File: src/rtl/srch_accel_pkg.sv
package srch_accel_pkg;
  typedef enum logic [1:0] {
    ST_IDLE    = 2'd0,
    ST_RD_TRUE = 2'd1,
    ST_RD_CPL  = 2'd2,
    ST_WR      = 2'd3
  } srch_state_e;

  localparam logic SLOT_READ  = 1'b0;
  localparam logic SLOT_WRITE = 1'b1;
endpackage

File: src/rtl/srch_bit_resolve.sv
// Decides the direction for one identifier bit from its two read slots.
module srch_bit_resolve (
  input  logic rd_true,
  input  logic rd_cpl,
  input  logic choice,
  output logic id_bit,
  output logic disc,
  output logic wr_bit
);
  always_comb begin
    if (rd_true != rd_cpl) begin
      id_bit = rd_true;
      disc   = 1'b0;
    end else if (!rd_true) begin
      id_bit = choice;
      disc   = 1'b1;
    end else begin
      id_bit = 1'b1;
      disc   = 1'b1;
    end
    wr_bit = id_bit;
  end
endmodule

File: src/rtl/srch_seq.sv
// Slot sequencer: read, complement read, write for each bit of a group.
module srch_seq
  import srch_accel_pkg::*;
#(
  parameter int NIB_BITS = 4,
  localparam int IDX_W = (NIB_BITS > 1) ? $clog2(NIB_BITS) : 1
) (
  input  logic             clk,
  input  logic             rst_n,
  input  logic             search_en,
  input  logic             wr_valid,
  input  logic             slot_done,
  output srch_state_e      state,
  output logic [IDX_W-1:0] bit_idx,
  output logic             start,
  output logic             cap_true,
  output logic             cap_cpl,
  output logic             bit_done,
  output logic             last_done
);
  localparam logic [IDX_W-1:0] LAST_IDX = IDX_W'(NIB_BITS - 1);

  srch_state_e      state_nx;
  logic [IDX_W-1:0] idx_nx;
  logic             idx_en;

  always_comb begin
    start     = search_en && wr_valid && (state == ST_IDLE);
    cap_true  = search_en && slot_done && (state == ST_RD_TRUE);
    cap_cpl   = search_en && slot_done && (state == ST_RD_CPL);
    bit_done  = search_en && slot_done && (state == ST_WR);
    last_done = bit_done && (bit_idx == LAST_IDX);
  end

  always_comb begin
    state_nx = state;
    idx_nx   = bit_idx;
    idx_en   = 1'b0;
    if (!search_en) begin
      state_nx = ST_IDLE;
    end else begin
      unique case (state)
        ST_IDLE: if (start) begin
          state_nx = ST_RD_TRUE;
          idx_nx   = '0;
          idx_en   = 1'b1;
        end
        ST_RD_TRUE: if (cap_true) state_nx = ST_RD_CPL;
        ST_RD_CPL:  if (cap_cpl)  state_nx = ST_WR;
        ST_WR: if (bit_done) begin
          if (last_done) begin
            state_nx = ST_IDLE;
          end else begin
            state_nx = ST_RD_TRUE;
            idx_nx   = bit_idx + 1'b1;
            idx_en   = 1'b1;
          end
        end
        default: state_nx = ST_IDLE;
      endcase
    end
  end

  always_ff @(posedge clk or negedge rst_n) begin
    if (!rst_n) begin
      state   <= ST_IDLE;
      bit_idx <= '0;
    end else begin
      state <= state_nx;
      if (idx_en) bit_idx <= idx_nx;
    end
  end
endmodule

File: src/rtl/srch_pack.sv
// Holds the choices, captures the reads and assembles the returned byte.
module srch_pack #(
  parameter int NIB_BITS = 4,
  localparam int IDX_W  = (NIB_BITS > 1) ? $clog2(NIB_BITS) : 1,
  localparam int BYTE_W = 2 * NIB_BITS
) (
  input  logic              clk,
  input  logic              rst_n,
  input  logic              start,
  input  logic [BYTE_W-1:0] wr_byte,
  input  logic [IDX_W-1:0]  bit_idx,
  input  logic              cap_true,
  input  logic              cap_cpl,
  input  logic              bit_done,
  input  logic              last_done,
  input  logic              slot_rbit,
  input  logic              rd_ack,
  output logic              wr_bit,
  output logic [BYTE_W-1:0] rd_byte,
  output logic              rx_full
);
  logic [NIB_BITS-1:0] choice_in;
  logic [NIB_BITS-1:0] choice_q;
  logic                rd_true_q;
  logic                rd_cpl_q;
  logic [BYTE_W-1:0]   work_q;
  logic [BYTE_W-1:0]   work_nx;
  logic                id_bit;
  logic                disc;
  logic                full_nx;

  for (genvar k = 0; k < NIB_BITS; k++) begin : g_choice
    assign choice_in[k] = wr_byte[2*k+1];
  end

  srch_bit_resolve u_resolve (
    .rd_true (rd_true_q),
    .rd_cpl  (rd_cpl_q),
    .choice  (choice_q[bit_idx]),
    .id_bit  (id_bit),
    .disc    (disc),
    .wr_bit  (wr_bit)
  );

  always_comb begin
    work_nx = work_q;
    work_nx[{bit_idx, 1'b1}] = id_bit;
    work_nx[{bit_idx, 1'b0}] = disc;
    full_nx = rx_full;
    if (last_done)   full_nx = 1'b1;
    else if (rd_ack) full_nx = 1'b0;
  end

  always_ff @(posedge clk or negedge rst_n) begin
    if (!rst_n) begin
      choice_q  <= '0;
      rd_true_q <= 1'b0;
      rd_cpl_q  <= 1'b0;
      work_q    <= '0;
      rd_byte   <= '0;
      rx_full   <= 1'b0;
    end else begin
      if (start)     choice_q  <= choice_in;
      if (cap_true)  rd_true_q <= slot_rbit;
      if (cap_cpl)   rd_cpl_q  <= slot_rbit;
      if (start)          work_q <= '0;
      else if (bit_done)  work_q <= work_nx;
      if (last_done) rd_byte <= work_nx;
      rx_full <= full_nx;
    end
  end
endmodule

File: src/rtl/srch_accel.sv
module srch_accel
  import srch_accel_pkg::*;
#(
  parameter int NIB_BITS = 4,
  localparam int IDX_W  = (NIB_BITS > 1) ? $clog2(NIB_BITS) : 1,
  localparam int BYTE_W = 2 * NIB_BITS
) (
  input  logic              clk,
  input  logic              rst_n,
  input  logic              search_en,
  input  logic              wr_valid,
  input  logic [BYTE_W-1:0] wr_byte,
  input  logic              rd_ack,
  output logic [BYTE_W-1:0] rd_byte,
  output logic              rx_full,
  output logic              slot_req,
  output logic              slot_kind,
  output logic              slot_wbit,
  input  logic              slot_done,
  input  logic              slot_rbit
);
  logic [1:0]       rst_sync_q;
  logic             core_rst_n;
  srch_state_e      state;
  logic [IDX_W-1:0] bit_idx;
  logic             start;
  logic             cap_true;
  logic             cap_cpl;
  logic             bit_done;
  logic             last_done;
  logic             wr_bit;

  always_ff @(posedge clk or negedge rst_n) begin
    if (!rst_n) rst_sync_q <= 2'b00;
    else        rst_sync_q <= {rst_sync_q[0], 1'b1};
  end
  assign core_rst_n = rst_sync_q[1];

  srch_seq #(.NIB_BITS(NIB_BITS)) u_seq (
    .clk       (clk),
    .rst_n     (core_rst_n),
    .search_en (search_en),
    .wr_valid  (wr_valid),
    .slot_done (slot_done),
    .state     (state),
    .bit_idx   (bit_idx),
    .start     (start),
    .cap_true  (cap_true),
    .cap_cpl   (cap_cpl),
    .bit_done  (bit_done),
    .last_done (last_done)
  );

  srch_pack #(.NIB_BITS(NIB_BITS)) u_pack (
    .clk       (clk),
    .rst_n     (core_rst_n),
    .start     (start),
    .wr_byte   (wr_byte),
    .bit_idx   (bit_idx),
    .cap_true  (cap_true),
    .cap_cpl   (cap_cpl),
    .bit_done  (bit_done),
    .last_done (last_done),
    .slot_rbit (slot_rbit),
    .rd_ack    (rd_ack),
    .wr_bit    (wr_bit),
    .rd_byte   (rd_byte),
    .rx_full   (rx_full)
  );

  always_comb begin
    slot_req  = (state != ST_IDLE);
    slot_kind = (state == ST_WR) ? SLOT_WRITE : SLOT_READ;
    slot_wbit = (state == ST_WR) ? wr_bit : 1'b1;
  end
endmodule

File: config.mk
export PLATFORM = sky130hd
export DESIGN_NAME = srch_accel
export DESIGN_NICKNAME = d
export VERILOG_FILES = /design/src/rtl/srch_accel_pkg.sv /design/src/rtl/srch_bit_resolve.sv /design/src/rtl/srch_seq.sv /design/src/rtl/srch_pack.sv /design/src/rtl/srch_accel.sv
export SDC_FILE = /design/constraint.sdc
export NUM_CORES = 1
export LEC_CHECK = 0
export BUFFER_PORTS_ARGS = -buffer_cell sky130_fd_sc_hd__buf_4
export CAP_MARGIN = 10
export CORE_AREA = 3 3 64 66
export DETAILED_ROUTE_END_ITERATION = 10
export DIE_AREA = 0 0 67 69
export PLACE_DENSITY = 0.56
export SLEW_MARGIN = 20
export SYNTH_ARGS = -nofsm -noshare
export SYNTH_HDL_FRONTEND = slang
export SYNTH_SLANG_ARGS = --single-unit
File: constraint.sdc
create_clock -name clk -period 1.69 [get_ports clk]
set_input_delay 0.0845 -clock clk [delete_from_list [all_inputs] [get_ports clk]]
set_output_delay 0.0845 -clock clk [all_outputs]
set_load 0.02 [all_outputs]
# ---- Word level (Yosys, flattened, before mapping)
# Index checks and enable logic that the tools add are counted.
dict set report word_totals {
  regBits 29
  out_inout_bits 12
  input_bits 15
  wordCells 76
}
dict set report op_classes {
  order_cmp 5
  n_reduce_logical 16
  eq_ne 12
  n_mux 33
  add_sub_neg 1
}
# op n
set op_table {}
lappend op_table {{8-bit bitwise mux} 2}
lappend op_table {{2-bit 2-to-1 mux} 8}
lappend op_table {{8-bit 2-to-1 mux} 2}
lappend op_table {{1-bit 2-to-1 mux} 15}
lappend op_table {{3-bit inequality test, second input constant} 4}
lappend op_table {{1-bit logical AND} 9}
lappend op_table {{3-bit by 4-bit less-than comparator with 1-bit output, second input constant} 2}
lappend op_table {{2-bit one-hot mux with 4 select lines} 1}
lappend op_table {{2-bit nonzero test} 4}
lappend op_table {{2-bit equality test, second input constant} 3}
lappend op_table {{3-bit by 1-bit >= comparator with 1-bit output, second input constant} 2}
lappend op_table {{2-bit inequality test, second input constant} 3}
lappend op_table {{6-bit AND reduction} 1}
lappend op_table {{1-bit demux with 2-bit select} 2}
lappend op_table {{2-bit one-hot mux with 2 select lines} 1}
lappend op_table {{4-bit AND reduction} 1}
lappend op_table {{2-bit by 3-bit less-than comparator with 1-bit output, second input constant} 1}
lappend op_table {{2-bit by 1-bit adder with 2-bit output, second input constant} 1}
lappend op_table {{1-bit binary-select mux with 2-bit select} 1}
lappend op_table {{2-bit by 1-bit equality test with 1-bit output, second input constant} 1}
lappend op_table {{2-bit logical NOT} 1}
lappend op_table {{1-bit one-hot mux with 2 select lines} 1}
lappend op_table {{1-bit inequality test} 1}

# ---- Longest topological paths before layout
dict set report depth {
  word_depth 8
  mapped_depth 6
  mapped_depth_nobuf 5
}

# ---- Modules after synthesis
# From an unflattened synthesis, not the netlist that was laid out.
dict set report unflattened {
  cells_unflattened 152
  area_unflattened_um2 1615.3
}
# mod area_each_um2 seq_area_each_um2 instances cells_each
set modules_own_cells {}
lappend modules_own_cells {srch_pack 1106.1 575.6 1 95}
lappend modules_own_cells {srch_seq 406.6 100.1 1 47}
lappend modules_own_cells {srch_accel 75.1 50.0 1 6}
lappend modules_own_cells {srch_bit_resolve 27.5 0.0 1 4}

# ---- Worst setup path after synthesis
# OpenSTA, ideal clock, no wires.
dict set report synth_timing {
  kind {reg-to-reg}
  startpoint {reg u_seq.state[0]}
  endpoint {reg u_seq.bit_idx[0]}
  required_time_ns 1.611
  t_arrival_ns 1.576
  path_stages_with_launch 6
  slack_ns 0.035
  path_cell_list {dfrtp_1 -> ha_1 -> and4_1 -> buf_6 -> nor4_4 -> mux2i_1}
}
dict set report synth_between {
  elab_chain_cells 8
  word_cells_on_any_way 16
  classes_between {eq/ne: 4; mux: 6; reduce/logical: 6}
}
# element line_no
set synth_rtl {}
lappend synth_rtl {{start: declaration} srch_seq.sv:13} ;# output srch_state_e state,
lappend synth_rtl {{start signal: assignment} srch_seq.sv:69} ;# state <= state_nx;
lappend synth_rtl {{2-bit equality test} {srch_seq.sv:31, srch_seq.sv:42}}
lappend synth_rtl {{1-bit logical AND} srch_seq.sv:31} ;# bit_done = search_en && slot_done && (state == ST_WR);
lappend synth_rtl {{1-bit logical AND} srch_seq.sv:32} ;# last_done = bit_done && (bit_idx == LAST_IDX);
lappend synth_rtl {{1-bit 2-to-1 mux} srch_seq.sv:51} ;# if (last_done) begin
lappend synth_rtl {{1-bit 2-to-1 mux} srch_seq.sv:50} ;# ST_WR: if (bit_done) begin
lappend synth_rtl {{1-bit one-hot mux with 2 select lines} srch_seq.sv:42} ;# unique case (state)
lappend synth_rtl {{1-bit 2-to-1 mux} srch_seq.sv:39} ;# if (!search_en) begin
lappend synth_rtl {{6-bit AND reduction (no source line)} --}
lappend synth_rtl {{end signal: assignment} srch_seq.sv:70} ;# if (idx_en) bit_idx <= idx_nx;
lappend synth_rtl {{end: declaration} srch_seq.sv:14} ;# output logic [IDX_W-1:0] bit_idx,
# Parallel ways exist; a longest one is shown, timed or not.
# A chain may end at the register's enable or synchronous reset.

# ---- Worst setup path in the final report
dict set report layout_timing {
  startpoint {reg u_seq.bit_idx[0]}
  endpoint {out slot_wbit}
}
dict set report layout_between {
  elab_chain_cells 5
}
# element line_no
set layout_rtl {}
lappend layout_rtl {{1-bit binary-select mux with 2-bit select} srch_pack.sv:39} ;# .choice (choice_q[bit_idx]),
lappend layout_rtl {{1-bit 2-to-1 mux (not written as such)} srch_pack.sv:39}
lappend layout_rtl {{1-bit 2-to-1 mux} srch_bit_resolve.sv:14} ;# end else if (!rd_true) begin
lappend layout_rtl {{1-bit 2-to-1 mux} srch_bit_resolve.sv:11} ;# if (rd_true != rd_cpl) begin
lappend layout_rtl {{1-bit 2-to-1 mux} srch_accel.sv:74} ;# slot_wbit = (state == ST_WR) ? wr_bit : 1'b1;
lappend layout_rtl {{end: declaration} srch_accel.sv:18} ;# output logic slot_wbit,
# No other way between the ends. The select of a mux whose other input is x is not followed.

==> run summary <==
Pwr/cell area: 1294 mW/mm²
Die area: 0.004623 mm²
Synth Cell Area: 0.001433 mm²
Placed standard-cell area: 0.001655 mm²
CTS tree: built
Simple-gate portion of the synthesized area: 15.72%
Fin area: 0.001782 mm²
Worst Path Buf+Inv: 1
Power share of the sequential group: 38.0%
Htree depth: 1
CTS sink count: 27
Avg Inst Size Synth: 10.38 µm²
Initial Util: 39.43%
CTS buffer count: 3
Slowest CP cell: mux4_2
Mux contribution to synthesized area: 11.18%
Largest stage delay, worst path: 0.57 ns
Async SR Flop Fraction: 100.0%
Peak VDD IR: 623.5 µV
Area Overhead vs Synth: 24.37%
Internal Power: 1.454 mW
Actual slew at the worst max-slew pin: 0.4906 ns
I/O pin cnt: 27
Vias/cell: 5.041
Fillers: 357
Largest family of logic cells by synthesized area: simple AND/OR/NAND/NOR gates
Routed WL per cell: 13.26 µm
Register area share after synthesis: 47.16%
Post-route ant nets: 0
Final Slew Violations: 0
CP max FO: 2
Post-DP HPWL: 2.069 mm
Sequential Area: 675.6 µm²
Layout cells sized above 1: 31.76%
Final min period: 1.672 ns
Critical path capture point type: output pin
Vias in the first global route: 1100
Logic gate share of total power: 46.1%
Post-synthesis cell type count: 33
Finish-stage setup viols: 0
Sw frac: 36.93%
Clk pwr share: 15.9%
Synth Area in Compound Gates: 13.19%
DR vias: 1099
WS Path Type: reg -> out
FF+latch count, synth: 27
Clk buf depth: 2
Multi-input logic area: 698.2 µm²
Required @ worst endpoint: 1.61 ns
Max-Cap Viols: 0
Syn_nets: 161
Sw power: 0.8515 mW
Post-synthesis adder-cell area fraction: 6.987%
# rows: 22
Worst hold path class: in -> reg
Hold_sp: wr_byte[7]
CP Launch Type: flip-flop
Diode count: 0
GRT Util Overall: 13.45%
Min Hold Slack: 0.04142 ns
Slew headroom: 67.06%
WP data arrival: 1.59 ns
Worst r2r src: u_seq.state[0]
Critical Path Source: u_seq.bit_idx[0]
Drt initial violations: 29
Root buffer cell: clkbuf_8
CP Cell Sequence: mux4_2 > a21oi_4 > nand2_2 > buf_6
DR pass1 iterations: 4
Post-Synth XOR/XNOR Area: 0.6114%
Crit share post-route: 98.92%
Routability cong.: 0.7390
Die W: 67 µm
RSZ-0062 raised after global routing: yes
Fmax: 0.5982 GHz
# DRC: 0
Core area: 0.003633 mm²
Final worst slack: 0.01832 ns
Final core utilization: 49.04%
Cell family with most CP delay: multiplexers
Power Total: 2.306 mW
Syn Inst Count: 138
Pin count of the biggest net entering global routing: 26
Post-synth EDFFs: 0
First-pass GRT wire length: 4.892 mm
GRT Residual Overflow: 0
Initial antenna violation count: 0
Setup Skew: 0.002260 ns
Synth Flop Type: dfrtp_1
Yosys warns: 0
Die H: 69 µm
Status: complete, no violations
Clock Latency Late Sink: 0.27 ns
Port bufs: 22
Final Hold Vio Count: 0
Drt total wl: 2.891 mm
Place WS: -0.01214 ns
Clock transition at path regs: 0.09 ns
Final net count: 194
Leakage power total: 0.8044 nW
[state kept, by name (all words and copies together), names as in the netlist]
signal,cells
rst_sync_q,2
u_pack.choice_q,4
u_pack.rd_byte,8
u_pack.rd_cpl_q,1
u_pack.rd_true_q,1
u_pack.rx_full,1
u_pack.work_q,6
u_seq.bit_idx,2
u_seq.state,2
[layer usage]
| metal | vias up | track usage [%] | part of all wire, % |
|---|---|---|---|
| met2 | 19 | 23.03 | 50 |
| met1 | 530 | 17.10 | 45 |
| met5 | - | 0 | 0 |
| met4 | 0 | 3.378 | 1.0 |
| met3 | 4 | 2.443 | 3.5 |
| li1 | 546 | - | - |
[timing repair]
action / in CTS / in global routing
endpoints found under the setup margin: 4 / 8
hold endpoints to repair: 3 / 0
pin swaps: 2 / 1
resized for setup: 2 / 6
gates cloned: 0 / 0
hold buffers: 2 / 0
setup buffers: 4 / 2
[stage by stage]
| step | instances | TNS (ns) |
|---|---|---|
| 2_1_floorplan | 138 | 0 |
| 3_3_place_gp | 206 | 0 |
| 3_5_place_dp | 206 | -0.01214 |
| 4_1_cts | 216 | 0 |
| 5_1_grt | 218 | -0.07941 |
| 6_report | 218 | 0 |
[cell families after synthesis]
logic type / Yosys count
compound gates: 30
xor+xnor: 1
fa+ha+maj: 8
buf+inv: 15
flops: 27
mux: 14
other cells: 1
simple gates: 42
[area by class of cell]
| cell class | instances | share of cell area [%] |
|---|---|---|
| Clock buffer | 3 | 2.317 |
| Sequential cell | 27 | 37.92 |
| Tap cell | 48 | 3.371 |
| Clock inverter | 1 | 0.2809 |
| Multi-Input combinational cell | 96 | 39.19 |
| Timing Repair Buffer | 35 | 15.24 |
| Inverter | 8 | 1.685 |
[cell usage after synthesis (2+ instances only)]
library cell	n	area (µm²)
mux2i_1	7	70.07
nor2b_1	2	12.51
inv_1	8	30.03
nand4_1	4	25.02
nand2_1	18	67.56
mux2_2	6	67.56
dfrtp_1	27	675.7
ha_1	8	100.1
nand3_1	6	30.03
buf_2	4	20.02
nand2b_1	4	25.02
o21ai_0	10	50.05
a311oi_1	3	26.28
a21oi_1	11	55.05
and3_1	2	12.51
[layout by cell type (no fill, tap or decap), types with 2 or more instances in the layout]
cell and count:
nand3_1 6, mux2_2 6, o21ai_0 10, nor2b_1 2, nand2b_1 4, nand2_1 17, mux2i_1 7, dfrtp_1 27
ha_2 2, a21oi_1 11, ha_1 6, a311oi_1 3, dlygate4sd3_1 2, buf_4 32, nand4_1 4, inv_1 7
clkbuf_8 3
[final timing paths]
kind	slack [ns]	to	cells past startpoint
setup / recovery	0.02	slot_wbit	4
hold / removal	0.04	u_pack.choice_q[3]	2
setup reg to reg	0.08	u_seq.bit_idx[1]	5
hold reg to reg	0.23	u_pack.work_q[5]	1
max in group asynchronous	1.21	u_pack.work_q[4]	1
min in group asynchronous	0.13	rst_sync_q[1]	2
[power by group through the flow]
stage | Sequential, mW | Clock, mW | Combinational (mW)
after floorplan | 0.872 | 0 | 0.710
after global placement | 0.885 | 0 | 0.902
after detailed placement | 0.893 | 0 | 0.923
after CTS | 0.875 | 0.380 | 1.01
after global routing | 0.894 | 0.410 | 1.18
final | 0.876 | 0.366 | 1.06
Power figures use the tool's default switching activity.
